## config.mk

```make
export PLATFORM = sky130hd
export DESIGN_NAME = gpb_port_bank
export DESIGN_NICKNAME = d
export VERILOG_FILES = /design/src/rtl/gpb_pkg.sv /design/src/rtl/gpb_decode.sv /design/src/rtl/gpb_mreg.sv /design/src/rtl/gpb_sync.sv /design/src/rtl/gpb_port_bank.sv
export SDC_FILE = /design/constraint.sdc
export NUM_CORES = 1
export LEC_CHECK = 0
export ABC_AREA = 1
export BUFFER_PORTS_ARGS = -buffer_cell sky130_fd_sc_hd__buf_2
export CAP_MARGIN = 15
export CORE_MARGIN = 4
export CORE_UTILIZATION = 35
export CTS_BUF_LIST = sky130_fd_sc_hd__clkbuf_16
export DETAILED_ROUTE_END_ITERATION = 16
export PLACE_DENSITY = 0.58
export SLEW_MARGIN = 20
export SYNTH_ARGS = -nofsm -noshare
export SYNTH_HDL_FRONTEND = slang
export SYNTH_SLANG_ARGS = --single-unit
export TNS_END_PERCENT = 1
```

## constraint.sdc

```tcl
create_clock -name clk -period 1.4 [get_ports clk]
set_clock_uncertainty 0.15 [all_clocks]
set_input_delay 0.14 -clock clk [delete_from_list [all_inputs] [get_ports clk]]
set_output_delay 0.14 -clock clk [all_outputs]
set_load 0.005 [all_outputs]
```

## src/rtl/gpb_pkg.sv

```systemverilog
package gpb_pkg;
   localparam int MAX_PORTS = 4;
   localparam int NUM_WGROUPS = 3;
   typedef enum logic [1:0] {
      GRP_MODE  = 2'd0,
      GRP_DRIVE = 2'd1,
      GRP_LEVEL = 2'd2,
      GRP_INPUT = 2'd3
   } gpb_grp_e;
endpackage

```

## src/rtl/gpb_decode.sv

```systemverilog
module gpb_decode
   import gpb_pkg::*;
#(
   parameter int ADDR_W    = 8,
   parameter int NUM_PORTS = 4,
   parameter int ALIAS_OFS = 'h80
) (
   input  logic [ADDR_W-1:0] addr,
   output gpb_grp_e          grp,
   output logic [1:0]        port_idx,
   output logic              is_alias,
   output logic              in_range
);
   localparam int ALIAS_BIT = $clog2(ALIAS_OFS);
   localparam logic [ADDR_W-1:0] KNOWN = ADDR_W'('h3F) | ADDR_W'(ALIAS_OFS);

   always_comb begin
      grp      = gpb_grp_e'(addr[5:4]);
      port_idx = addr[3:2];
      is_alias = addr[ALIAS_BIT];
      in_range = ((addr & ~KNOWN) == '0) && (32'(port_idx) < NUM_PORTS);
   end
endmodule

```

## src/rtl/gpb_mreg.sv

```systemverilog
module gpb_mreg #(
   parameter int W = 8
) (
   input  logic         clk,
   input  logic         rst_n,
   input  logic         wr_en,
   input  logic         masked,
   input  logic [W-1:0] wval,
   input  logic [W-1:0] wmask,
   output logic [W-1:0] q
);
   always_ff @(posedge clk or negedge rst_n) begin
      if (!rst_n)
         q <= '0;
      else if (wr_en)
         q <= masked ? ((q & ~wmask) | (wval & wmask)) : wval;
   end
endmodule

```

## src/rtl/gpb_sync.sv

```systemverilog
module gpb_sync #(
   parameter int WIDTH  = 32,
   parameter int STAGES = 2
) (
   input  logic             clk,
   input  logic             rst_n,
   input  logic [WIDTH-1:0] d,
   output logic [WIDTH-1:0] q
);
   logic [WIDTH-1:0] st [STAGES];

   always_ff @(posedge clk or negedge rst_n) begin
      if (!rst_n) begin
         for (int i = 0; i < STAGES; i++) st[i] <= '0;
      end else begin
         st[0] <= d;
         for (int i = 1; i < STAGES; i++) st[i] <= st[i-1];
      end
   end

   assign q = st[STAGES-1];
endmodule

```

## src/rtl/gpb_port_bank.sv

```systemverilog
module gpb_port_bank
   import gpb_pkg::*;
#(
   parameter int NUM_PORTS   = 4,
   parameter int PINS        = 8,
   parameter int ADDR_W      = 8,
   parameter int ALIAS_OFS   = 'h80,
   parameter int SYNC_STAGES = 2,
   localparam int NPINS      = NUM_PORTS * PINS
) (
   input  logic              clk,
   input  logic              rst_n,
   input  logic              bus_sel,
   input  logic              bus_wr,
   input  logic [ADDR_W-1:0] bus_addr,
   input  logic [31:0]       bus_wdata,
   output logic [31:0]       bus_rdata,
   input  logic [NPINS-1:0]  pad_in,
   output logic [NPINS-1:0]  pad_out,
   output logic [NPINS-1:0]  pad_oe,
   output logic [NPINS-1:0]  pin_gpio_en
);
   localparam int ALIAS_BIT = $clog2(ALIAS_OFS);

   // elaboration-time parameter checks
   if (NUM_PORTS < 1 || NUM_PORTS > MAX_PORTS) begin : g_bad_ports
      $error("NUM_PORTS must be 1..4");
   end
   if (PINS < 1 || PINS > 8) begin : g_bad_pins
      $error("PINS must be 1..8");
   end
   if ((ALIAS_OFS & (ALIAS_OFS - 1)) != 0 || ALIAS_OFS < 'h40) begin : g_bad_alias
      $error("ALIAS_OFS must be a power of two of at least 0x40");
   end
   if (ALIAS_BIT >= ADDR_W) begin : g_bad_aw
      $error("ALIAS_OFS does not fit in ADDR_W");
   end
   if (SYNC_STAGES < 2) begin : g_bad_sync
      $error("SYNC_STAGES must be at least 2");
   end

   gpb_grp_e   grp;
   logic [1:0] port_idx;
   logic       is_alias;
   logic       in_range;

   gpb_decode #(
      .ADDR_W   (ADDR_W),
      .NUM_PORTS(NUM_PORTS),
      .ALIAS_OFS(ALIAS_OFS)
   ) u_dec (
      .addr    (bus_addr),
      .grp     (grp),
      .port_idx(port_idx),
      .is_alias(is_alias),
      .in_range(in_range)
   );

   logic [NPINS-1:0] pad_sync;

   gpb_sync #(
      .WIDTH (NPINS),
      .STAGES(SYNC_STAGES)
   ) u_sync (
      .clk  (clk),
      .rst_n(rst_n),
      .d    (pad_in),
      .q    (pad_sync)
   );

   logic [PINS-1:0] reg_q [NUM_WGROUPS][MAX_PORTS];
   logic [PINS-1:0] in_q  [MAX_PORTS];
   logic            wr_hit;

   assign wr_hit = bus_sel && bus_wr && in_range;

   for (genvar p = 0; p < MAX_PORTS; p++) begin : g_port
      if (p < NUM_PORTS) begin : g_live
         for (genvar g = 0; g < NUM_WGROUPS; g++) begin : g_grp
            logic we;
            assign we = wr_hit && (port_idx == 2'(p)) && (grp == gpb_grp_e'(g));
            gpb_mreg #(.W(PINS)) u_reg (
               .clk   (clk),
               .rst_n (rst_n),
               .wr_en (we),
               .masked(is_alias),
               .wval  (bus_wdata[PINS-1:0]),
               .wmask (bus_wdata[8 +: PINS]),
               .q     (reg_q[g][p])
            );
         end
         assign in_q[p] = pad_sync[p*PINS +: PINS];
         assign pin_gpio_en[p*PINS +: PINS] = reg_q[GRP_MODE][p];
         assign pad_oe[p*PINS +: PINS]      = reg_q[GRP_MODE][p] & reg_q[GRP_DRIVE][p];
         assign pad_out[p*PINS +: PINS]     = reg_q[GRP_LEVEL][p];
      end else begin : g_tie
         for (genvar g = 0; g < NUM_WGROUPS; g++) begin : g_grp
            assign reg_q[g][p] = '0;
         end
         assign in_q[p] = '0;
      end
   end

   logic [PINS-1:0] rd_val;

   always_comb begin
      rd_val = '0;
      if (in_range) begin
         case (grp)
            GRP_MODE:  rd_val = reg_q[GRP_MODE][port_idx];
            GRP_DRIVE: rd_val = reg_q[GRP_DRIVE][port_idx];
            GRP_LEVEL: rd_val = reg_q[GRP_LEVEL][port_idx];
            default:   rd_val = in_q[port_idx];
         endcase
      end
   end

   always_ff @(posedge clk or negedge rst_n) begin
      if (!rst_n)
         bus_rdata <= '0;
      else if (bus_sel && !bus_wr)
         bus_rdata <= {{(32 - PINS){1'b0}}, rd_val};
   end
endmodule

```

* After elaboration in Yosys (flattened, before gate mapping) *
Index checks and enable logic that the tools add are counted.

storage, ports and cells
  output and inout bits = 128
  register bits = 168
  word-level logic and storage cells = 101
  input port bits = 76

operators by class
  order comparisons = 1
  eq/ne operators = 5
  mux-type cells = 26
  bitwise logic cells = 31
  reductions and logical operators = 23

operators with widths
  cell                count
  $mux 8              21
  $and 8x8->8         17
  $or 8x8->8          12
  $bmux 8 s2          4
  $pmux 8 s3          1
  $logic_and 1x1->1   19
  $logic_not 8->1     1
  $not 8->8           1
  $eq 2x2->1 const B  3
  $eq 2x1->1 const B  2
  $logic_not 2->1     2
  $ge 3x3->1 const B  1
  $not 2->3           1
  $logic_not 1->1     1

* Longest topological paths before layout *
Gate-level depths: netlist of run 1.

  word-level depth = 6
  mapped depth = 11
  depth with buffers taken out = 9

* Hierarchy *
Synthesis of run 1 repeated with hierarchy kept, for this count alone.

unflattened totals
  cell total of the unflattened synthesis = 1,724
  area, all modules = 11,203.2 um^2

by module, submodules not included
  module         cells each  area an instance (um^2)  instances  sequential area each (um^2)
  gpb_mreg       94          593.1                    12         200.2
  gpb_port_bank  494         2,203.4                  1          200.2
  gpb_sync       96          1,841.8                  1          1,601.5
  gpb_decode     6           41.3                     1          0.0

* Worst setup path after synthesis of run 1 *
Ideal clock, no wire load.

  path type = input to register
  from = input bus_addr[2]
  to = register with a tool-made name
  cell stages on the path = 8
  library setup time = 136 ps
  arrival = 956 ps
  path slack = 159 ps
  cell sequence = buf_6 -> inv_2 -> buf_6 -> nand3_4 -> nor2_4 -> nand2_1 -> nand2_1 -> o21ai_0

RTL lines
  item             line                 text
  start, declared  gpb_port_bank.sv:15  input logic [ADDR_W-1:0] bus_addr,

==> results by group, run 1 <==
STA
  • Post-route setup slack: -0.0475 ns
  • Fmax: 691 MHz
  • # setup viols final: 9
  • RSZ-0062 raised after global routing: yes
  • Setup TNS Final: -0.243 ns
  • Tcrit/Tclk final: 1.03
  • Final hold violations: 0
  • Max Transition Viols Final: 0
  • Min Clock Period, post-route: 1.45 ns

Floorplanning
  • Die width: 157 um
  • Core Rows: 54
  • Starting Density: 0.356
  • Height of the die: 157 um
  • DIE AREA: 24700 sq um
  • Top Ports: 204
  • Core area: 21900 sq um

Clocking
  • Total CTS buffers: 17
  • Worst-Skew Late Latency: 0.43 ns
  • H-Tree Level Count: 4
  • Clock slew at reported path FFs: 0.07 ns
  • Root buf cell: clkbuf_16
  • CTS tree: built
  • Clk sinks: 168
  • Clock buffer depth: 2

Final layout
  • Nets: 1302
  • Layout cell share with drive strength beyond 1: 0.245
  • Ant diodes: 0
  • Register Area: 4210 sq um
  • Multi-input combinational cell area: 3130 sq um
  • Finished Layout Cells: 1519
  • Fillers: 2129
  • Synth-to-Final Area Change: 35.2%

Placed design
  • RePlAce Congestion: 0.822
  • Port Buffers: 161
  • Dpl cells: 1450
  • DP HPWL: 17200 um

Drt
  • DRC: 0
  • DR iter-0 viols: 438
  • DRT Wirelength: 23700 um
  • Initial DRT Pass Iterations: 5
  • Total number of vias: 7053
  • Via density per instance: 4.64
  • DRT antenna net count: 0
  • Routed length per instance: 15.6 um

Pwr
  • Worst VDD drop: 0.571 mV
  • Pwr dens: 1170 nW/um^2
  • Static Leak: 5.67 nW
  • Tot Pwr: 12.3 mW

Logic synthesis
  • Mean Syn Cell Area: 7.92 sq um
  • Syn Inst Count: 984
  • Unique masters post-synth: 20
  • Register area share after synthesis: 0.539
  • Synth warn: 0
  • Synth Register Bits: 168
  • Post-Syn Area: 7790 sq um

Job
  • Max Cap Violations: 0

Global route
  • Global Route Usage Sum: 0.198
  • First-pass GRT wire length: 37600 um
  • Vias in the first global route: 6915
  • Antenna violations before repair: 0
  • Grt total ovfl: 0
  • Largest net degree at the start of global routing: 38

Critical path
  • Largest stage delay, worst path: 0.40 ns
  • Critical Path, Cell by Cell: buf_6, nand2_2, inv_2, buf_6
  • CP bufs+invs: 3
  • CP Launch Type: register
  • CP most frequent cell: buf_6
  • Largest fanout on the critical path: 3
  • Critical path arrival: 1.16 ns
  • Critical path type: reg2out
  • CP endpoint kind: output port
  • Cells on worst reg2reg path: 9
  • Flop-to-flop setup slack: 0.08 ns
  • Reg-to-reg endpoint: bus_rdata[6]$_DFFE_PN0P_
  • WP data required: 1.11 ns
  • Slowest-stage cell, CP: dfrtp_1
  • Kind of cell adding the most delay to the critical path: flip-flops

Hold path
  • Hold Path Class: in2async

Outcome
  • Failing checks: negative setup slack
  • Status: finished, violations left
## metrics by stage
step / hold slack [ns] / setup WS (ns) / cell area (sq um) / util
global route: 0.0618 / -0.0945 / 10500 / 0.481
CTS: 0.0309 / -0.0596 / 10500 / 0.479
floorplan: -0.306 / 0.159 / 7880 / -
finish: 0.0365 / -0.0475 / 10500 / 0.481
detailed placement: -0.0613 / -0.189 / 9440 / 0.431
global placement: -0.0652 / -0.186 / 9440 / 0.431
## worst max path at each step
stage | startpoint | to | slack [ns] | depth (start not counted)
final | register | pad_oe[0] | -0.05 | 4
after global routing | register | pad_oe[16] | -0.09 | 4
after CTS | register | pad_oe[0] | -0.06 | 4
after detailed placement | bus_sel | register | -0.19 | 8
after global placement | bus_sel | register | -0.19 | 8
after floorplan | bus_addr[2] | register | 0.16 | 8
## placed cells by master, fill, tap and decap left out, types with 2 or more instances in the layout
cell type / Yosys / final
a21oi_1: 16 / 16
clkbuf_16: 0 / 17
dfrtp_1: 168 / 167
inv_1: 50 / 44
inv_8: 0 / 6
nand3_4: 4 / 4
inv_2: 6 / 12
buf_12: 0 / 24
conb_1: 1 / 24
or2_2: 9 / 9
o21ai_1: 73 / 77
nor2_4: 11 / 11
clkinv_8: 0 / 3
buf_4: 25 / 24
buf_2: 16 / 152
nor2_8: 4 / 4
nand2_1: 500 / 490
nor2_1: 57 / 57
inv_6: 0 / 2
dlygate4sd3_1: 0 / 41
o21ai_0: 23 / 18
buf_6: 3 / 17
nand2_2: 2 / 12
## layout make-up
cell class / count / share of cell area
Sequential cell: 168 / 0.399
Multi-Input combinational cell: 724 / 0.297
Timing Repair Buffer: 258 / 0.192
Clock buffer: 17 / 0.0404
Tap cell: 280 / 0.0332
Inverter: 57 / 0.0205
Clock inverter: 15 / 0.0175
## cells in the mapped netlist
cell type  number  share of area
nor2_8          4          0.010
inv_2           6         0.0029
inv_1          50          0.024
nand3_4         4         0.0090
nand2_2         2         0.0016
nand2_8         1         0.0026
buf_4          25          0.024
nand2_1       500           0.24
buf_2          16          0.010
a21oi_1        16          0.010
nor2_4         11          0.016
clkbuf_1       14         0.0067
nor2_1         57          0.027
buf_6           3         0.0043
dfrtp_1       168           0.54
or2_2           9         0.0072
o21ai_0        23          0.015
conb_1          1        0.00048
o21ai_1        73          0.047
inv_4           1        0.00080
## cells by family after synthesis
| group | share of synthesized area |
|---|---|
| compound gates | 0.0719 |
| buf+inv | 0.0732 |
| flops | 0.539 |
| other cells | 0.000481 |
| simple gates | 0.315 |
## repair_timing
item	in CTS	in global routing
pin swaps	2	18
endpoints found under the hold margin	208	0
setup endpoints to repair	14	40
gates resized for setup	19	21
hold buffers	41	0
setup buffers	1	0
## per-layer routing
layer	GRT usage	up-vias	share of wire
met5	0	-	0
met3	0.0324	41	0.054
met1	0.273	3325	0.45
met4	0.0705	0	0.026
met2	0.317	213	0.47
li1	-	3474	-
## where the power goes
part,switching [mW],internal [mW]
Sequential,0.372,5.28
Clock,2.24,2.57
Combinational,1.02,0.849
Total,3.63,8.70
No activity file was read; power rests on OpenSTA's default activity.
==> run 2: changes to the inputs <==
PLACE_DENSITY = 0.6   (was 0.58)
clock period = 1.3 ns   (was 1.4 ns; I/O delays follow)
==> run 2 against run 1 <==
The flow still finishes with violations (negative setup slack). Critical path depth unchanged. Combinational power up 45%. Flip-flop and latch count stayed put. Power grew 10%. Final area rose by 8.3%. Wire length grew 3.1%. Setup slack got worse by 0.088 ns. Sequential power up 6.7%. Final cell count grew 4.7%. Largest cell class unchanged. Largest power group unchanged. Highest routed layer unchanged.
==> results by group, run 2 (same netlist as run 1, synthesis figures left out) <==
Outcome
  • Status: finished, violations left
  • Failing checks: negative setup slack

Drt
  • DRC: 0 (unchanged)
  • Initial DRT Pass Iterations: 5 (unchanged)
  • Met3 wire len: 1430 um (+12%)
  • Routed length per instance: 15.3 um (-1.6%)
  • DR iter-0 viols: 520 (+19%)
  • Via density per instance: 4.58 (-1.3%)
  • Total number of vias: 7291 (+3.4%)
  • Met2 routed WL: 11900 um (+6.3%)
  • DRT antenna net count: 0 (unchanged)
  • DRT Wirelength: 24400 um (+3.1%)
  • Top Metal Used: met4
  • M1 wire length: 10600 um (-0.39%)

Final layout
  • Fin area: 11400 sq um (+8.3%)
  • Final Core Density: 0.521 (+0.0399)
  • Most common cell after layout, fill and taps aside: nand2_1
  • Finished Layout Cells: 1591 (+4.7%)
  • Layout cell share with drive strength beyond 1: 0.309 (+0.0636)
  • Leading cell types in the layout, fill and taps excluded: 470 x nand2_1, 165 x dfrtp_1, 124 x buf_2
  • Ant diodes: 0 (unchanged)
  • Nets: 1375 (+5.6%)
  • Fillers: 2031 (-4.6%)
  • Synth-to-Final Area Change: 46.4%

STA
  • Min Clock Period, post-route: 1.44 ns
  • Hold WS: 0.0241 ns (-0.0124 ns)
  • Post-route setup slack: -0.135 ns (-0.0880 ns)
  • Max Transition Viols Final: 0 (unchanged)
  • Fmax: 697 MHz
  • Tcrit/Tclk final: 1.10
  • Final hold violations: 0 (unchanged)
  • RSZ-0062 raised after global routing: yes
  • # setup viols final: 68 (+59)
  • Setup TNS Final: -4.50 ns (-4.26 ns)

Global route
  • Vias in the first global route: 7126 (+3.1%)
  • Global Route Usage Sum: 0.201 (+0.00344)
  • Largest net degree at the start of global routing: 33 (-13%)
  • First-pass GRT wire length: 38300 um (+1.8%)
  • Grt total ovfl: 0 (unchanged)
  • Antenna violations before repair: 1 (+1)

Placed design
  • Port Buffers: 161 (unchanged)
  • Post-place setup slack: -0.272 ns (-0.0830 ns)
  • RePlAce Congestion: 0.835 (+1.6%)
  • Dpl cells: 1505 (+3.8%)
  • DP HPWL: 17600 um (+2.1%)
  • Placement Cell Area: 9830 sq um (+4.1%)

Clocking
  • Root buf cell: clkbuf_16
  • Total CTS buffers: 17 (unchanged)
  • H-Tree Level Count: 4 (unchanged)
  • Clock slew at reported path FFs: 0.07 ns (about the same)
  • CTS tree: built
  • Worst-Skew Late Latency: 0.43 ns (about the same)
  • Clock buffer depth: 2 (unchanged)
  • Clk sinks: 168 (unchanged)

Critical path
  • Slowest-stage cell, CP: dfrtp_1
  • Critical path type: reg2out
  • Largest stage delay, worst path: 0.40 ns (about the same)
  • Flop-to-flop setup slack: -0.04 ns (-0.12 ns)
  • CP endpoint kind: output port
  • Critical path arrival: 1.16 ns (about the same)
  • CP bufs+invs: 3 (unchanged)
  • Kind of cell adding the most delay to the critical path: flip-flops
  • Largest fanout on the critical path: 2 (-1)
  • Cells on worst reg2reg path: 9 (unchanged)
  • Reg-to-reg endpoint: bus_rdata[7]$_DFFE_PN0P_
  • CP Launch Type: register
  • Critical Path, Cell by Cell: buf_6, nand2_2, inv_1, buf_2
  • WP data required: 1.02 ns (-0.09 ns)
  • Worst path depth: 4 (unchanged)

Pwr
  • Pwr dens: 1190 nW/um^2 (+1.7%)
  • Tot Pwr: 13.6 mW (+10%)
  • Worst VDD drop: 0.661 mV (+16%)
  • Static Leak: 6.12 nW (+8.0%)

Hold path
  • Hold Path Class: in2async

Floorplanning
  • Starting Density: 0.356 (unchanged)
  • DIE AREA: 24700 sq um (unchanged)
  • Height of the die: 157 um (unchanged)
  • Core Rows: 54 (unchanged)
  • Die width: 157 um (unchanged)
  • Top Ports: 204 (unchanged)
  • Core area: 21900 sq um (unchanged)

Job
  • Max Cap Violations: 0 (unchanged)
==> run 2: cell count changes in the layout (fill, tap and decap cells not counted), moves of 5 or more <==
| cell | previous run | this run |
|---|---|---|
| buf_2 | 152 | 124 |
| nand2_2 | 12 | 29 |
| inv_2 | 12 | 17 |
| nand2_1 | 490 | 470 |
| buf_4 | 24 | 57 |
| inv_1 | 44 | 39 |
| buf_6 | 17 | 87 |
==> run 2: report_power, final <==
part	leakage, nW	internal, mW	total [mW]	switching [mW]
clock network	0.275	2.53	4.84	2.31
registers	2.11	5.68	6.03	0.342
logic	3.74	1.41	2.70	1.30
==> run 2: how the worst max path moves through the flow <==
stage,to,slack (ns),start
finish,pad_oe[7],-0.14,register
global route,pad_oe[20],-0.18,register
CTS,pad_oe[7],-0.14,register
detailed placement,bus_rdata[1]$_DFFE_PN0P_,-0.27,bus_addr[3]
global placement,bus_rdata[1]$_DFFE_PN0P_,-0.25,bus_addr[3]
floorplan,register,0.07,bus_addr[2]
==> run 2: what timing repair did <==
item	4_1_cts	5_1_grt
cloned	0	0
endpoints found under the hold margin	208	0
hold buffers	41	0
setup buffers	28	3
setup endpoints to repair	76	92
pin swaps	6	8
gates resized for setup	111	32
==> run 2: per-layer routing <==
| layer | vias up | track usage |
|---|---|---|
| li1 | 3621 | - |
| met1 | 3418 | 0.270 |
| met2 | 226 | 0.333 |
| met3 | 26 | 0.0360 |
| met4 | 0 | 0.0623 |
| met5 | - | 0 |
==> run 2: layout make-up <==
cell class              instances  area (sq um)  area share
well taps                     280           350      0.0307
repair buffers                331          2880       0.252
clock inverters                14           130      0.0114
multi-input cells             724          3200       0.281
flip-flops and latches        168          4210       0.369
inverters                      57           216      0.0190
clock buffers                  17           425      0.0373
